$ cat src/rtl/phadd_pkg.sv
package phadd_pkg;

    localparam int XLEN      = 32;
    localparam int LANE_W    = 16;
    localparam int LANES     = XLEN / LANE_W;
    localparam int GE_W      = 2 * LANES;
    localparam int REG_IDX_W = 4;

    // Fixed encoding fields
    localparam logic [7:0] OPC_MAJOR = 8'h61;
    localparam logic [3:0] OPC_ONES  = 4'hF;
    localparam logic [3:0] OPC_MINOR = 4'h1;

    typedef enum logic [3:0] {
        CC_EQ = 4'd0,  CC_NE = 4'd1,  CC_CS = 4'd2,  CC_CC = 4'd3,
        CC_MI = 4'd4,  CC_PL = 4'd5,  CC_VS = 4'd6,  CC_VC = 4'd7,
        CC_HI = 4'd8,  CC_LS = 4'd9,  CC_GE = 4'd10, CC_LT = 4'd11,
        CC_GT = 4'd12, CC_LE = 4'd13, CC_AL = 4'd14, CC_NV = 4'd15
    } cond_e;

    typedef struct packed {
        logic n;
        logic z;
        logic c;
        logic v;
    } flags_t;

    typedef struct packed {
        cond_e                 cond;
        logic [7:0]            major;
        logic [REG_IDX_W-1:0]  rn;
        logic [REG_IDX_W-1:0]  rd;
        logic [3:0]            ones;
        logic [3:0]            minor;
        logic [REG_IDX_W-1:0]  rm;
    } insn_t;

    typedef struct packed {
        logic [XLEN-1:0]      data;
        logic [REG_IDX_W-1:0] rd;
        logic [GE_W-1:0]      ge;
    } result_t;

    function automatic logic cond_pass(input cond_e cc, input flags_t f);
        logic ok;
        case (cc)
            CC_EQ:   ok = f.z;
            CC_NE:   ok = !f.z;
            CC_CS:   ok = f.c;
            CC_CC:   ok = !f.c;
            CC_MI:   ok = f.n;
            CC_PL:   ok = !f.n;
            CC_VS:   ok = f.v;
            CC_VC:   ok = !f.v;
            CC_HI:   ok = f.c && !f.z;
            CC_LS:   ok = !f.c || f.z;
            CC_GE:   ok = (f.n == f.v);
            CC_LT:   ok = (f.n != f.v);
            CC_GT:   ok = !f.z && (f.n == f.v);
            CC_LE:   ok = f.z || (f.n != f.v);
            CC_AL:   ok = 1'b1;
            default: ok = 1'b0;
        endcase
        return ok;
    endfunction

endpackage

$ cat src/rtl/phadd_decode.sv
module phadd_decode
    import phadd_pkg::*;
(
    input  logic [XLEN-1:0]      instr,
    input  flags_t               flags,
    output logic                 legal,
    output logic                 exec,
    output logic [REG_IDX_W-1:0] rd,
    output logic [REG_IDX_W-1:0] rn,
    output logic [REG_IDX_W-1:0] rm
);

    insn_t fields;
    logic  fixed_ok;

    assign fields   = insn_t'(instr);
    assign fixed_ok = (fields.major == OPC_MAJOR) &&
                      (fields.ones  == OPC_ONES)  &&
                      (fields.minor == OPC_MINOR);
    assign legal    = fixed_ok && (fields.cond != CC_NV);
    assign exec     = legal && cond_pass(fields.cond, flags);
    assign rd       = fields.rd;
    assign rn       = fields.rn;
    assign rm       = fields.rm;

    always_comb begin
        if (fields.cond == CC_NV) begin
            AST_NV_NEVER_EXECUTES: assert (!exec);
        end
    end

endmodule

$ cat src/rtl/phadd_lanes.sv
module phadd_lanes #(
    parameter int LANE_W = 16,
    parameter int LANES  = 2
) (
    input  logic [LANE_W*LANES-1:0] op_a,
    input  logic [LANE_W*LANES-1:0] op_b,
    output logic [LANE_W*LANES-1:0] sum,
    output logic [2*LANES-1:0]      ge
);

    localparam int EXT_W = LANE_W + 1;

    for (genvar g = 0; g < LANES; g++) begin : g_lane
        logic signed [EXT_W-1:0] ext_a;
        logic signed [EXT_W-1:0] ext_b;
        logic signed [EXT_W-1:0] full;

        assign ext_a = {op_a[g*LANE_W+LANE_W-1], op_a[g*LANE_W +: LANE_W]};
        assign ext_b = {op_b[g*LANE_W+LANE_W-1], op_b[g*LANE_W +: LANE_W]};
        assign full  = ext_a + ext_b;

        assign sum[g*LANE_W +: LANE_W] = full[LANE_W-1:0];
        assign ge[2*g +: 2]            = {2{~full[LANE_W]}};

        always_comb begin
            if (!ext_a[LANE_W] && !ext_b[LANE_W]) begin
                AST_NONNEG_GE_SET: assert (ge[2*g +: 2] == 2'b11);
            end
            if (ext_a[LANE_W] && ext_b[LANE_W]) begin
                AST_NEG_GE_CLEAR: assert (ge[2*g +: 2] == 2'b00);
            end
        end
    end

endmodule

$ cat src/rtl/phadd_unit.sv
module phadd_unit
    import phadd_pkg::*;
(
    input  logic                 clk,
    input  logic                 rst,
    input  logic                 in_valid,
    input  logic [XLEN-1:0]      instr,
    input  logic                 flag_n,
    input  logic                 flag_z,
    input  logic                 flag_c,
    input  logic                 flag_v,
    input  logic [XLEN-1:0]      src_a,
    input  logic [XLEN-1:0]      src_b,
    output logic [REG_IDX_W-1:0] rd_idx_a,
    output logic [REG_IDX_W-1:0] rd_idx_b,
    output logic [XLEN-1:0]      res_data,
    output logic [REG_IDX_W-1:0] res_rd,
    output logic                 res_we,
    output logic [GE_W-1:0]      ge_out,
    output logic                 ge_we,
    output logic                 illegal
);

    flags_t               cur_flags;
    logic                 dec_legal;
    logic                 dec_exec;
    logic [REG_IDX_W-1:0] dec_rd;
    logic [XLEN-1:0]      lane_sum;
    logic [GE_W-1:0]      lane_ge;
    result_t              res_q;

    assign cur_flags = '{n: flag_n, z: flag_z, c: flag_c, v: flag_v};

    phadd_decode u_decode (
        .instr (instr),
        .flags (cur_flags),
        .legal (dec_legal),
        .exec  (dec_exec),
        .rd    (dec_rd),
        .rn    (rd_idx_a),
        .rm    (rd_idx_b)
    );

    phadd_lanes #(
        .LANE_W (LANE_W),
        .LANES  (LANES)
    ) u_lanes (
        .op_a (src_a),
        .op_b (src_b),
        .sum  (lane_sum),
        .ge   (lane_ge)
    );

    always_ff @(posedge clk) begin
        if (rst) begin
            res_q   <= '0;
            res_we  <= 1'b0;
            ge_we   <= 1'b0;
            illegal <= 1'b0;
        end else begin
            res_we  <= 1'b0;
            ge_we   <= 1'b0;
            illegal <= 1'b0;
            if (in_valid) begin
                if (!dec_legal) begin
                    illegal <= 1'b1;
                end else if (dec_exec) begin
                    res_we     <= 1'b1;
                    ge_we      <= 1'b1;
                    res_q.data <= lane_sum;
                    res_q.rd   <= dec_rd;
                    res_q.ge   <= lane_ge;
                end
            end
        end
    end

    assign res_data = res_q.data;
    assign res_rd   = res_q.rd;
    assign ge_out   = res_q.ge;

    AST_ILLEGAL_NO_WRITE: assert property (@(posedge clk) disable iff (rst)
        illegal |-> (!res_we && !ge_we));

    AST_ILLEGAL_HOLDS: assert property (@(posedge clk) disable iff (rst)
        illegal |-> ($stable(res_data) && $stable(ge_out) && $stable(res_rd)));

    AST_IDLE_NO_WRITE: assert property (@(posedge clk) disable iff (rst)
        !in_valid |=> (!res_we && !ge_we && !illegal));

    AST_NO_WRITE_HOLDS: assert property (@(posedge clk) disable iff (rst)
        !res_we |-> ($stable(res_data) && $stable(ge_out)));

endmodule

$ cat config.mk
export PLATFORM = sky130hd
export DESIGN_NAME = phadd_unit
export DESIGN_NICKNAME = d
export VERILOG_FILES = /design/src/rtl/phadd_pkg.sv /design/src/rtl/phadd_decode.sv /design/src/rtl/phadd_lanes.sv /design/src/rtl/phadd_unit.sv
export SDC_FILE = /design/constraint.sdc
export NUM_CORES = 1
export LEC_CHECK = 0
export ABC_AREA = 1
export BUFFER_PORTS_ARGS = -buffer_cell sky130_fd_sc_hd__buf_4
export CAP_MARGIN = 5
export CORE_ASPECT_RATIO = 0.5
export CORE_MARGIN = 4
export CORE_UTILIZATION = 23
export CTS_CLUSTER_DIAMETER = 40
export DETAILED_ROUTE_END_ITERATION = 10
export PLACE_DENSITY_LB_ADDON = 0.15
export RECOVER_POWER = 25
export SYNTH_ARGS = -nofsm -noshare
export SYNTH_HDL_FRONTEND = slang
export SYNTH_SLANG_ARGS = --single-unit
$ cat constraint.sdc
create_clock -name clk -period 3.8 [get_ports clk]
set_input_delay 0.19 -clock clk [delete_from_list [all_inputs] [get_ports clk]]
set_output_delay 0.19 -clock clk [all_outputs]
set_load 0.05 [all_outputs]
== After elaboration in Yosys (flattened, before gate mapping) ==
Index checks and enable logic that the tools add are counted.
Storage, ports and cells
  register bits: 41
  bits of input ports: 103
  word-level logic and storage cells: 50
Cells by class
  $add $sub $neg: 2
  equal/unequal tests: 20
  muxes and demuxes: 3
  bitwise logic cells: 4
  reduce and logical (&&, ||, !) cells: 16
Operators with widths (count)
  $add 16x16->17: 2
  $eq 4x4->1 const B: 8
  $eq 4x3->1 const B: 4
  $pmux 1 s15: 1
  $eq 4x1->1 const B: 2
  $eq 4x2->1 const B: 2
  $eq 8x7->1 const B: 1
  $logic_and 1x1->1: 6
  $logic_not 1->1: 4
  $logic_not 4->1: 1
  $ne 4x4->1 const B: 1
  $not 1->1: 4
  $reduce_and 3->1: 1
  $reduce_or 3->1: 1
  $logic_or 1x1->1: 2
  $mux 1: 2
  $reduce_or 2->1: 1
  $eq 1x1->1: 1
  $ne 1x1->1: 1

== Depth between registers and ports, before layout ==
  word-level depth: 6
  mapped depth: 15
  mapped depth without buffers: 12

== Hierarchy ==
Synthesis repeated with hierarchy kept, for this count alone.
Unflattened totals
  cell total of the unflattened synthesis: 729
  area total of the unflattened synthesis: 4108.9 um^2
By module, submodules not included
  phadd_lanes: instances 1, cells each 392, area an instance 2024.4 um^2, sequential area each 0.0 um^2
  phadd_unit: instances 1, cells each 260, area an instance 1712.9 um^2, sequential area each 840.8 um^2
  phadd_decode: instances 1, cells each 77, area an instance 371.6 um^2, sequential area each 0.0 um^2

== Least setup slack after synthesis ==
OpenSTA, ideal clock, no wires.
  kind: input port to flip-flop
  start point: in src_a[0]
  end point: reg res_q (netlist bit res_data[10])
  arrival time: 1.535 ns
  required time: 3.736 ns
  setup slack: 2.201 ns
  stages on the path: 10
  path buffers: 0
  path through: ha_1 fa_1 nand3_1 nand3_1 nand2_1 nand2_1 a21oi_1 xor2_1 nor2_1 nor2_1
Between the ends
  word-level cells in the longest chain between the ends: 1
RTL lines
  from (decl): line phadd_unit.sv:12  | input logic [XLEN-1:0] src_a,
  $add 16x16->17: line phadd_lanes.sv:20  | assign full = ext_a + ext_b;
  to (decl): line phadd_unit.sv:30  | result_t res_q;
No other way between the ends.
A chain may end at the register's enable or synchronous reset.

== Worst setup path after layout ==
  start point: in instr[31]
  end point: reg res_q (netlist bit res_data[18])
Between the ends
  word-level cells in the longest chain between the ends: 4
  elaborated cells on any way between the ends: 20
  those cells by class: 15 x eq/ne; 1 x mux; 4 x reduce/logical
RTL lines
  from (decl): line phadd_unit.sv:7  | input logic [XLEN-1:0] instr,
  $eq 4x4->1 (tied with other cells): line phadd_pkg.sv:46  | case (cc)
  $pmux 1 s15 or $logic_and 1x1->1 (tied branches): line phadd_pkg.sv:46, phadd_decode.sv:20
  $logic_and 1x1->1: line phadd_decode.sv:21  | assign exec = legal && cond_pass(fields.cond, flags);
  $reduce_and 3->1 (no source line) *
Every way passes the cells marked *; elsewhere a longest branch is shown, timed or not.

==> out/qor.csv <==
stage,metric,value,unit
outcome,outcome,"finished, final reports clean",
cts,TritonCTS Sinks,40,
setup_path,CP Class,in -> reg,
place,DP Wirelength,9.20,mm
layout,Antenna Cells,0,
timing,final worst slack,1820,ps
power,Reg power frac,0.347,
global_routing,total global-route track usage,0.116,
setup_path,critical path startpoint category,input port,
global_routing,first-pass GRT wire length,18.4,mm
timing,Final min period,1980,ps
floorplanning,Rows,32,
setup_path,CP peak stage delay,800,ps
place,port buffer count,137,
place,GPL Wtd Cong,0.780,
floorplanning,Die H,98.4,µm
logic_synthesis,Post-Syn Area,3760,µm²
timing,Final Hold Vio Count,0,
timing,f_max,505,MHz
setup_path,critical-path cell list,buf_4 -> nand2_1 -> clkinv_1 -> nand3_1 -> nand2_1 -> nand2_1 -> nand2_1 -> nand2_1 -> nand3_2 -> nand2_2 -> nand2_1 -> nand2_1 -> nor2_1,
setup_path,cell mode on critical path,nand2_1,
route,met2 wire len,4.80,mm
route,antenna-violating nets left,0,
logic_synthesis,post-synthesis async set-or-reset flop share,0,
global_routing,Congestion Overflow GR,0,
setup_path,R2R Path Start,res_data[22],
route,DR WL met3,433,µm
global_routing,vias in the first global route,3918,
timing,Final Max Slew Viols,0,
logic_synthesis,Syn Area/Cell,5.73,µm²
power,Psw,0.383,mW
cts,Post-CTS Setup Inserts,0,
logic_synthesis,post-synth top area share,0.249,
global_routing,initial antenna violation count,0,
cts,root buffer cell,clkbuf_16,
power,clock share of power,0.323,
setup_path,Critical Path End Type,register,
cts,"Reg clk slew, reported paths",60,ps
logic_synthesis,synth cell count leaders,"nand2_1 (249), inv_1 (101), nor2_1 (88)",
logic_synthesis,sequential fraction of the synthesis area,0.213,
layout,share of layout cells above drive strength 1,0.177,
logic_synthesis,post-synth top area cell,nand2_1,
setup_path,Worst R2R Path Depth,4,
logic_synthesis,Syn. warnings,0,
setup_path,R2R setup slack,3120,ps
power,part of the power in combinational logic,0.330,
power,Leak,2.93,nW
layout,Layout area overhead,33.2,%
cts,deepest clock path buffer count,2,
timing,Final setup violation count,0,
timing,Setup Skew,0,ps
timing,RSZ-0062 raised after global routing,no,
power,switch share,0.316,
route,met1 WL,5.61,mm
floorplanning,core area,15700,µm²
logic_synthesis,synthesized instance count,656,
setup_path,end of the worst register-to-register path,res_data[22],
route,WL per Instance,10.9,µm
logic_synthesis,ys flop type,dfxtp_1,
power,VDD IR max,0.149,mV
cts,CTS tree,built,
cts,number of H-tree levels,2,
min_path,Hold Crit Class,in -> reg,
floorplanning,Top Ports,154,
min_path,hold path start,rst,
setup_path,CP max-delay cell,nand2_2,
timing,Worst Max-Slew Pin Slew,968,ps
route,Top Metal Used,met4,
logic_synthesis,Unique masters post-synth,24,
setup_path,Top delay family on crit path,simple AND/OR/NAND/NOR gates,
cts,cts bufs inserted,5,
logic_synthesis,synthesized net count,793,
power,Cell Int Power,0.829,mW
setup_path,crit path buf inv count,2,
global_routing,largest net degree at the start of global routing,58,
power,pwr dens,242,nW/µm²
setup_path,Worst Path Max Fanout,57,
route,DRT Pass-1 Iters,4,
setup_path,CP arrival,2140,ps
timing,Final period util,0.521,
floorplanning,DIE WIDTH,189,µm
timing,Slew HR,0.353,
logic_synthesis,ranking of synthesized cells by area,"nand2_1 (25%), dfxtp_1 (21%), ha_1 (11%)",
route,via density per instance,4.06,
job,max-cap violations,0,
power,Total Power,1.21,mW
logic_synthesis,"flops & latches, synth",40,
layout,number of fill cells in the layout,1842,
floorplanning,die area,18600,µm²
layout,post-layout util,0.319,
cts,# resized after CTS,0,
cts,Post-CTS Hold Fix Bufs,0,
setup_path,CP required,3960,ps
min_path,Hold Crit Depth,2,
logic_synthesis,top-count cell post-synth,nand2_1,
place,Place WS,1490,ps
timing,Sum Neg Setup Slack,0,ps
min_path,Worst Hold End,illegal,
route,via count,4056,
route,DR iter-0 viols,246,
cts,worst-skew pair later-pin latency,270,ps
route,drt total wl,10.9,mm
floorplanning,Starting Density,0.239,
route,# DRC,0,
layout,final layout net count,915,
logic_synthesis,Post-synth EDFFs,0,
==> routing by layer <==
metal / global-route usage / vias up
li1: - / 2247
met1: 0.164 / 1741
met2: 0.193 / 62
met3: 0.0168 / 6
met4: 0.0179 / 0
met5: 0 / -
==> worst max-delay path by stage <==
stage,from,slack [ps],cells after the start,endpoint
6_report,instr[31],1820,13,res_data[18]
3_5_place_dp,instr[31],1490,13,res_data[17]
3_3_place_gp,instr[28],1530,13,res_data[23]
5_1_grt,instr[31],1430,13,res_data[18]
2_1_floorplan,src_a[0],2200,10,res_data[10]
4_1_cts,instr[31],1780,13,res_data[25]
==> power by group through the flow <==
stage               clock [mW]  combinational, mW  sequential, mW
finish                   0.392              0.400           0.420
global route             0.426              0.464           0.420
CTS                      0.409              0.406           0.420
detailed placement           0              0.403           0.429
global placement             0              0.406           0.429
floorplan                    0              0.271           0.431
==> sequential cells by signal (all words and copies together) (netlist names) <==
register,cells
ge_out,2
res_data,32
res_rd,4
ge_we,1
illegal,1
==> cell type report <==
| class | count | area, µm² | area share |
|---|---|---|---|
| multi-input combinational | 489 | 2410 | 0.482 |
| timing repair buffer | 139 | 995 | 0.199 |
| sequential | 40 | 801 | 0.160 |
| inverter | 103 | 387 | 0.0773 |
| tap | 221 | 277 | 0.0552 |
| clock buffer | 6 | 129 | 0.0258 |
| clock inverter | 1 | 5.00 | 0.00100 |
==> cells by family (layout without fill, tap and decap cells) <==
| kind of cell | Yosys count | in the layout | share of synthesized area |
|---|---|---|---|
| AOI/OAI and AO/OA | 43 | 43 | 0.0636 |
| xor gates and xnor gates | 15 | 15 | 0.0350 |
| adders and majority gates | 34 | 34 | 0.117 |
| buffers and inverters | 127 | 249 | 0.146 |
| DFF | 40 | 40 | 0.213 |
| and+or+nand+nor | 397 | 397 | 0.426 |
==> metrics by stage <==
step                      instance area, µm²  std cells  hold slack [ps]
after floorplan                         3760        656              267
after global placement                  4920        992              380
after detailed placement                4920        992              376
after CTS                               5050        999             84.1
after global routing                    5000        999              105
final                                   5000        999             92.2
==> placed cells by master (no fill, tap or decap) <==
| cell type | n |
|---|---|
| nand4_1 | 11 |
| nor3_1 | 11 |
| nand3b_1 | 1 |
| inv_2 | 1 |
| nand2_1 | 248 |
| nand3_2 | 2 |
| inv_1 | 101 |
| xor2_1 | 15 |
| clkbuf_16 | 5 |
| a21oi_2 | 1 |
| buf_4 | 125 |
| dfxtp_1 | 40 |
| o21ai_0 | 3 |
| a21oi_1 | 31 |
| o21bai_1 | 8 |
| fa_1 | 2 |
| nand3_1 | 34 |
| nand2_2 | 1 |
| nor3b_2 | 1 |
| clkinv_2 | 1 |
| clkinv_1 | 1 |
| nor2_1 | 88 |
| ha_1 | 32 |
| clkbuf_1 | 14 |
| clkbuf_4 | 1 |
(Power assumes the default switching activity.)
